==> config.mk <==
export PLATFORM = sky130hd
export DESIGN_NAME = ireg_bridge
export DESIGN_NICKNAME = d
export VERILOG_FILES = /design/src/rtl/ireg_pkg.sv /design/src/rtl/ireg_fsm.sv /design/src/rtl/ireg_addr.sv /design/src/rtl/ireg_bytes.sv /design/src/rtl/ireg_bridge.sv
export SDC_FILE = /design/constraint.sdc
export NUM_CORES = 1
export LEC_CHECK = 0
export BUFFER_PORTS_ARGS = -buffer_cell sky130_fd_sc_hd__buf_2
export CAP_MARGIN = 15
export CORE_UTILIZATION = 30
export CTS_BUF_LIST = sky130_fd_sc_hd__clkbuf_4 sky130_fd_sc_hd__clkbuf_8
export CTS_CLUSTER_SIZE = 14
export DETAILED_ROUTE_END_ITERATION = 8
export PLACE_DENSITY = 0.65
export SLEW_MARGIN = 20
export SYNTH_ARGS = -nofsm -noshare
export SYNTH_HDL_FRONTEND = slang
export SYNTH_SLANG_ARGS = --single-unit
==> constraint.sdc <==
create_clock -name clk -period 2.2 [get_ports clk]
set_clock_uncertainty 0.15 [all_clocks]
set_input_delay 0.22 -clock clk [delete_from_list [all_inputs] [get_ports clk]]
set_output_delay 0.22 -clock clk [all_outputs]
set_load 0.005 [all_outputs]
==> src/rtl/ireg_pkg.sv <==
package ireg_pkg;

    typedef enum logic [1:0] {
        ST_IDLE = 2'd0,
        ST_RUN  = 2'd1,
        ST_LAST = 2'd2
    } acc_state_t;

    localparam int HOST_LOCS = 8;
    localparam int LOC_UPPER = 7;
    localparam int LOC_LOWER = 6;
    localparam int LOW_ADDR_W = 8;

endpackage

==> src/rtl/ireg_fsm.sv <==
module ireg_fsm
    import ireg_pkg::*;
#(
    parameter int ACC_CYC = 2
) (
    input  logic clk,
    input  logic rst_n,
    input  logic trig_wr,
    input  logic trig_rd,
    output logic busy,
    output logic req,
    output logic acc_we,
    output logic done
);
    localparam int CNT_W = (ACC_CYC > 2) ? $clog2(ACC_CYC) : 1;
    localparam logic [CNT_W-1:0] RUN_END = CNT_W'(ACC_CYC - 2);

    acc_state_t state_q, state_d;
    logic [CNT_W-1:0] cnt_q, cnt_d;
    logic start;

    assign start = trig_wr | trig_rd;

    // state register
    always_ff @(posedge clk or negedge rst_n) begin
        if (!rst_n) begin
            state_q <= ST_IDLE;
            cnt_q   <= '0;
            acc_we  <= 1'b0;
        end else begin
            state_q <= state_d;
            cnt_q   <= cnt_d;
            if (state_q == ST_IDLE && start)
                acc_we <= trig_wr;
        end
    end

    // next state
    always_comb begin
        state_d = state_q;
        cnt_d   = cnt_q;
        unique case (state_q)
            ST_IDLE: begin
                cnt_d = '0;
                if (start) state_d = ST_RUN;
            end
            ST_RUN: begin
                if (cnt_q == RUN_END) begin
                    state_d = ST_LAST;
                    cnt_d   = '0;
                end else begin
                    cnt_d = cnt_q + 1'b1;
                end
            end
            ST_LAST: state_d = ST_IDLE;
            default: state_d = ST_IDLE;
        endcase
    end

    // outputs
    always_comb begin
        busy = (state_q != ST_IDLE);
        req  = busy;
        done = (state_q == ST_LAST);
    end

endmodule

==> src/rtl/ireg_addr.sv <==
module ireg_addr
    import ireg_pkg::*;
#(
    parameter int ADDR_W = 12
) (
    input  logic              clk,
    input  logic              rst_n,
    input  logic              wr_upper,
    input  logic              wr_lower,
    input  logic [7:0]        din,
    input  logic              inc,
    output logic [ADDR_W-1:0] addr,
    output logic              wr_inc,
    output logic              rd_inc,
    output logic [7:0]        rb_upper,
    output logic [7:0]        rb_lower
);
    localparam int UP_W = ADDR_W - LOW_ADDR_W;

    logic [UP_W-1:0]       upper_q;
    logic [LOW_ADDR_W-1:0] lower_q;
    logic [ADDR_W-1:0]     next_addr;

    assign next_addr = {upper_q, lower_q} + 1'b1;

    always_ff @(posedge clk or negedge rst_n) begin
        if (!rst_n) begin
            upper_q <= '0;
            lower_q <= '0;
            wr_inc  <= 1'b0;
            rd_inc  <= 1'b0;
        end else if (inc) begin
            upper_q <= next_addr[ADDR_W-1:LOW_ADDR_W];
            lower_q <= next_addr[LOW_ADDR_W-1:0];
        end else begin
            if (wr_upper) begin
                upper_q <= din[UP_W-1:0];
                wr_inc  <= din[7];
                rd_inc  <= din[6];
            end
            if (wr_lower)
                lower_q <= din;
        end
    end

    assign addr     = {upper_q, lower_q};
    assign rb_upper = 8'({wr_inc, rd_inc} << 6) | 8'(upper_q);
    assign rb_lower = lower_q;

endmodule

==> src/rtl/ireg_bytes.sv <==
module ireg_bytes #(
    parameter int DATA_W = 32
) (
    input  logic              clk,
    input  logic              rst_n,
    input  logic [DATA_W/8-1:0] wr_stb,
    input  logic [7:0]        din,
    input  logic              load_all,
    input  logic [DATA_W-1:0] load_word,
    output logic [DATA_W-1:0] word
);
    localparam int NBYTES = DATA_W / 8;

    for (genvar i = 0; i < NBYTES; i++) begin : g_byte
        logic [7:0] byte_q;
        always_ff @(posedge clk or negedge rst_n) begin
            if (!rst_n)
                byte_q <= '0;
            else if (load_all)
                byte_q <= load_word[8*i +: 8];
            else if (wr_stb[i])
                byte_q <= din;
        end
        assign word[8*i +: 8] = byte_q;
    end

endmodule

==> src/rtl/ireg_bridge.sv <==
module ireg_bridge
    import ireg_pkg::*;
#(
    parameter int ADDR_W  = 12,
    parameter int DATA_W  = 32,
    parameter int ACC_CYC = 2
) (
    input  logic              clk,
    input  logic              rst_n,
    input  logic [7:0]        host_wdata,
    input  logic [7:0]        host_wr_stb,
    input  logic [7:0]        host_rd_stb,
    output logic [7:0]        host_rdata,
    output logic              busy,
    output logic              ib_req,
    output logic              ib_we,
    output logic [ADDR_W-1:0] ib_addr,
    output logic [DATA_W-1:0] ib_wdata,
    input  logic [DATA_W-1:0] ib_rdata
);
    localparam int NBYTES = DATA_W / 8;

    logic [HOST_LOCS-1:0] wr_ok, rd_ok;
    logic trig_wr, trig_rd, done, acc_we, inc;
    logic wr_inc, rd_inc;
    logic [7:0] rb_upper, rb_lower;
    logic [DATA_W-1:0] word;
    logic [7:0] rd_val;
    logic rd_hit;

    assign wr_ok   = host_wr_stb & {HOST_LOCS{~busy}};
    assign rd_ok   = host_rd_stb & {HOST_LOCS{~busy}};
    assign trig_wr = wr_ok[0];
    assign trig_rd = rd_ok[0] & ~wr_ok[0];

    ireg_fsm #(.ACC_CYC(ACC_CYC)) u_fsm (
        .clk(clk), .rst_n(rst_n),
        .trig_wr(trig_wr), .trig_rd(trig_rd),
        .busy(busy), .req(ib_req), .acc_we(acc_we), .done(done)
    );

    assign inc = done & (acc_we ? wr_inc : rd_inc);

    ireg_addr #(.ADDR_W(ADDR_W)) u_addr (
        .clk(clk), .rst_n(rst_n),
        .wr_upper(wr_ok[LOC_UPPER]), .wr_lower(wr_ok[LOC_LOWER]),
        .din(host_wdata), .inc(inc),
        .addr(ib_addr), .wr_inc(wr_inc), .rd_inc(rd_inc),
        .rb_upper(rb_upper), .rb_lower(rb_lower)
    );

    ireg_bytes #(.DATA_W(DATA_W)) u_bytes (
        .clk(clk), .rst_n(rst_n),
        .wr_stb(wr_ok[NBYTES-1:0]), .din(host_wdata),
        .load_all(done & ~acc_we), .load_word(ib_rdata),
        .word(word)
    );

    assign ib_we    = acc_we;
    assign ib_wdata = word;

    // host read mux for locations other than 0
    always_comb begin
        rd_val = '0;
        rd_hit = 1'b0;
        for (int k = 1; k < HOST_LOCS; k++) begin
            if (rd_ok[k]) begin
                rd_hit = 1'b1;
                if (k < NBYTES)
                    rd_val = 8'(word >> (8 * k));
                else if (k == LOC_UPPER)
                    rd_val = rb_upper;
                else if (k == LOC_LOWER)
                    rd_val = rb_lower;
                else
                    rd_val = '0;
            end
        end
    end

    always_ff @(posedge clk or negedge rst_n) begin
        if (!rst_n)
            host_rdata <= '0;
        else if (done && !acc_we)
            host_rdata <= ib_rdata[7:0];
        else if (rd_hit)
            host_rdata <= rd_val;
    end

endmodule

==> results_dict.tcl <==
set metrics [dict create \
    layout_common_cells "110 x buf_2, 57 x dfrtp_1, 39 x a21oi_1, 39 x o21ai_0, 37 x nand2_1" \
    vdd_drop_max_mv 0.471 \
    drt-initial-drc-count 167 \
    synth_cell_type_count 41 \
    end_kind "flop" \
    cts_tree "done" \
    vias_per_cell 5.29 \
    grt_pass1_wl_um 15200 \
    critical_path.max_fanout 9 \
    crit_path_start_kind "flop" \
    place_area_sq_um 3650 \
    ios 113 \
    design_area_sq_um 3900 \
    layout_commonest_cell "buf_2" \
    grt_usage 0.200 \
    initial_utilization 0.315 \
    antenna_cells 0 \
    slew_violations 0 \
    cts_root_buf "clkbuf_8" \
    antenna_found_initial 0 \
    synth_warnings 0 \
    tightest_slew_ns 0.956 \
    numCtsBuffers 9 \
    first_pass_iters 5 \
    hold_class "primary input to flop" \
    fp.dieW_um 101 \
    rsz0062_at_grt "false" \
    routed_wl_um 10200 \
    critPathKind "flop to flop" \
    gp_congestion 0.918 \
    ys_async_sr_fraction 1.00 \
    tns_ns 0 \
    wire_per_inst_um 17.9 \
    die_h_um 101 \
    yosysSeqAreaShare 0.483 \
    hold_viol_final 0 \
    final_net_count 491 \
    synth_ff_type "dfrtp_1" \
    fin_hold_ws_ns 0.000203 \
    setup_viol 0 \
    cts.clk_slew.worst_paths_ns 0.07 \
    vias 2992 \
    grt_overflow_total 0 \
    synth_area_sq_um 2960 \
    core_area_sq_um 9370 \
    fin_cells 566 \
    p_leak_nw 1.83 \
    grt_max_degree 37 \
    clkLatencyLatePin_ns 0.34 \
    htree_levels 3 \
    syn_avg_cell_area_sq_um 9.35 \
    max_freq_mhz 497 \
    synth_fp_nets 375 \
    first_global_vias 2760 \
    period_needed_ns 2.01 \
    nFillCells 972 \
    p_total_w 0.00545 \
    synth_cells 316 \
    synth_seq_cells 57 \
    maxCapViolations 0 \
    worstPathRequired_ns 2.25 \
    dp_cells 546 \
    pwr_density_cell_nw_per_um2 1400 \
    rows 35 \
    hpwl_um 7840 \
    syn_to_final_growth_pct 32.0 \
    cts_sinks 57 \
    port_buffers 110 \
    ant_nets 0 \
    max_slew_margin 0.363 \
    cts_buffer_depth 2 \
    drcViolationCount 0 \
    worstPathArrival_ns 2.06 \
    drive_above_1_share 0.348 \
    synth-edff-count 0 \
    fin_crit_sh 0.915 \
    status "complete, no violations" \
    dieArea_sq_um 10300 \
]
-- per-stage QoR --
| step | setup WS, ns | utilization |
|---|---|---|
| 3_3_place_gp | 0.164 | 0.390 |
| 4_1_cts | 0.113 | 0.413 |
| 3_5_place_dp | 0.113 | 0.390 |
| 2_1_floorplan | 0.486 | - |
| 6_report | 0.188 | 0.416 |
| 5_1_grt | 0.0685 | 0.416 |
-- timing repair --
item	in CTS	in global routing
hold buffers	2	0
buffers inserted	0	2
resized for setup	0	2
endpoints found under the setup margin	0	8
hold endpoints to repair	35	0
-- state kept, by name, indices dropped and copies added, names as in the netlist --
name,cells
u_addr.rd_inc,1
u_addr.rb_lower,8
u_addr.wr_inc,1
u_fsm.acc_we,1
u_bytes.g_byte.byte_q,32
u_addr.upper_q,4
host_rdata,8
u_fsm.state_q,2
-- critical path: stages (launching register included) --
cell and delay (ns):
dfrtp_1 0.47, nor3b_4 0.46, buf_4 0.20, buf_4 0.14, nor2b_1 0.13, a211oi_1 0.25, a21oi_1 0.07
-- cells in the mapped netlist (all sizes together), types with 3 or more instances --
library cell,number,area (sq um)
nor2b,9,56.3
nor2,12,47.6
a221o,9,90.1
o21ai,43,215
nand2,37,139
nand2b,3,21.3
nand3,7,35.0
a211oi,10,75.1
and3,5,31.3
inv,11,41.3
mux2i,6,63.8
clkbuf,8,30.0
dfrtp,57,1430
nor3,6,30.0
o21a,3,22.5
a22oi,8,60.1
a221oi,6,52.6
buf,11,60.1
a21oi,42,210
-- path summary, 6_finish.rpt --
path	from	to	slack, ns	cells past startpoint
max	u_fsm.state_q[0]	u_bytes.g_byte[3].byte_q[2]	0.19	6
min	ib_rdata[1]	host_rdata[1]	0.0002	3
max reg2reg	u_fsm.state_q[0]	u_bytes.g_byte[3].byte_q[2]	0.19	6
min reg2reg	u_bytes.g_byte[0].byte_q[3]	u_bytes.g_byte[0].byte_q[3]	0.34	2
max in group asynchronous	rst_n	u_addr.upper_q[3]	0.85	3
min in group asynchronous	rst_n	u_bytes.g_byte[2].byte_q[3]	0.36	2
-- per-layer routing --
metal / wire length, um / share of wire / GRT usage / up-vias
li1: - / - / - / 1403
met1: 4710 / 0.46 / 0.282 / 1455
met2: 4740 / 0.47 / 0.316 / 126
met3: 636 / 0.063 / 0.0435 / 8
met4: 65 / 0.0064 / 0.0401 / 0
met5: 0 / 0 / 0 / -
-- cells by family after synthesis --
family	Yosys count	synth area share
and+or+nand+nor	89	0.158
buffers and inverters	30	0.0445
DFF	57	0.483
adders and majority gates	1	0.00423
muxes	7	0.0254
AOI/OAI and AO/OA	132	0.285
-- cell type report --
| type | count | area (sq um) | share of cell area |
|---|---|---|---|
| flip-flops and latches | 57 | 1430 | 0.366 |
| multi-input cells | 229 | 1410 | 0.362 |
| repair buffers | 124 | 661 | 0.169 |
| well taps | 129 | 161 | 0.0414 |
| clock buffers | 11 | 145 | 0.0372 |
| clock inverters | 5 | 55.1 | 0.0141 |
| inverters | 11 | 41.3 | 0.0106 |
-- power by group --
group	internal (W)	switching, W	leakage (nW)
sequential	0.00157	0.000518	0.683
combinational	0.00105	0.00131	1.05
clock	0.000562	0.000442	0.0987
(Power assumes the default switching activity.)
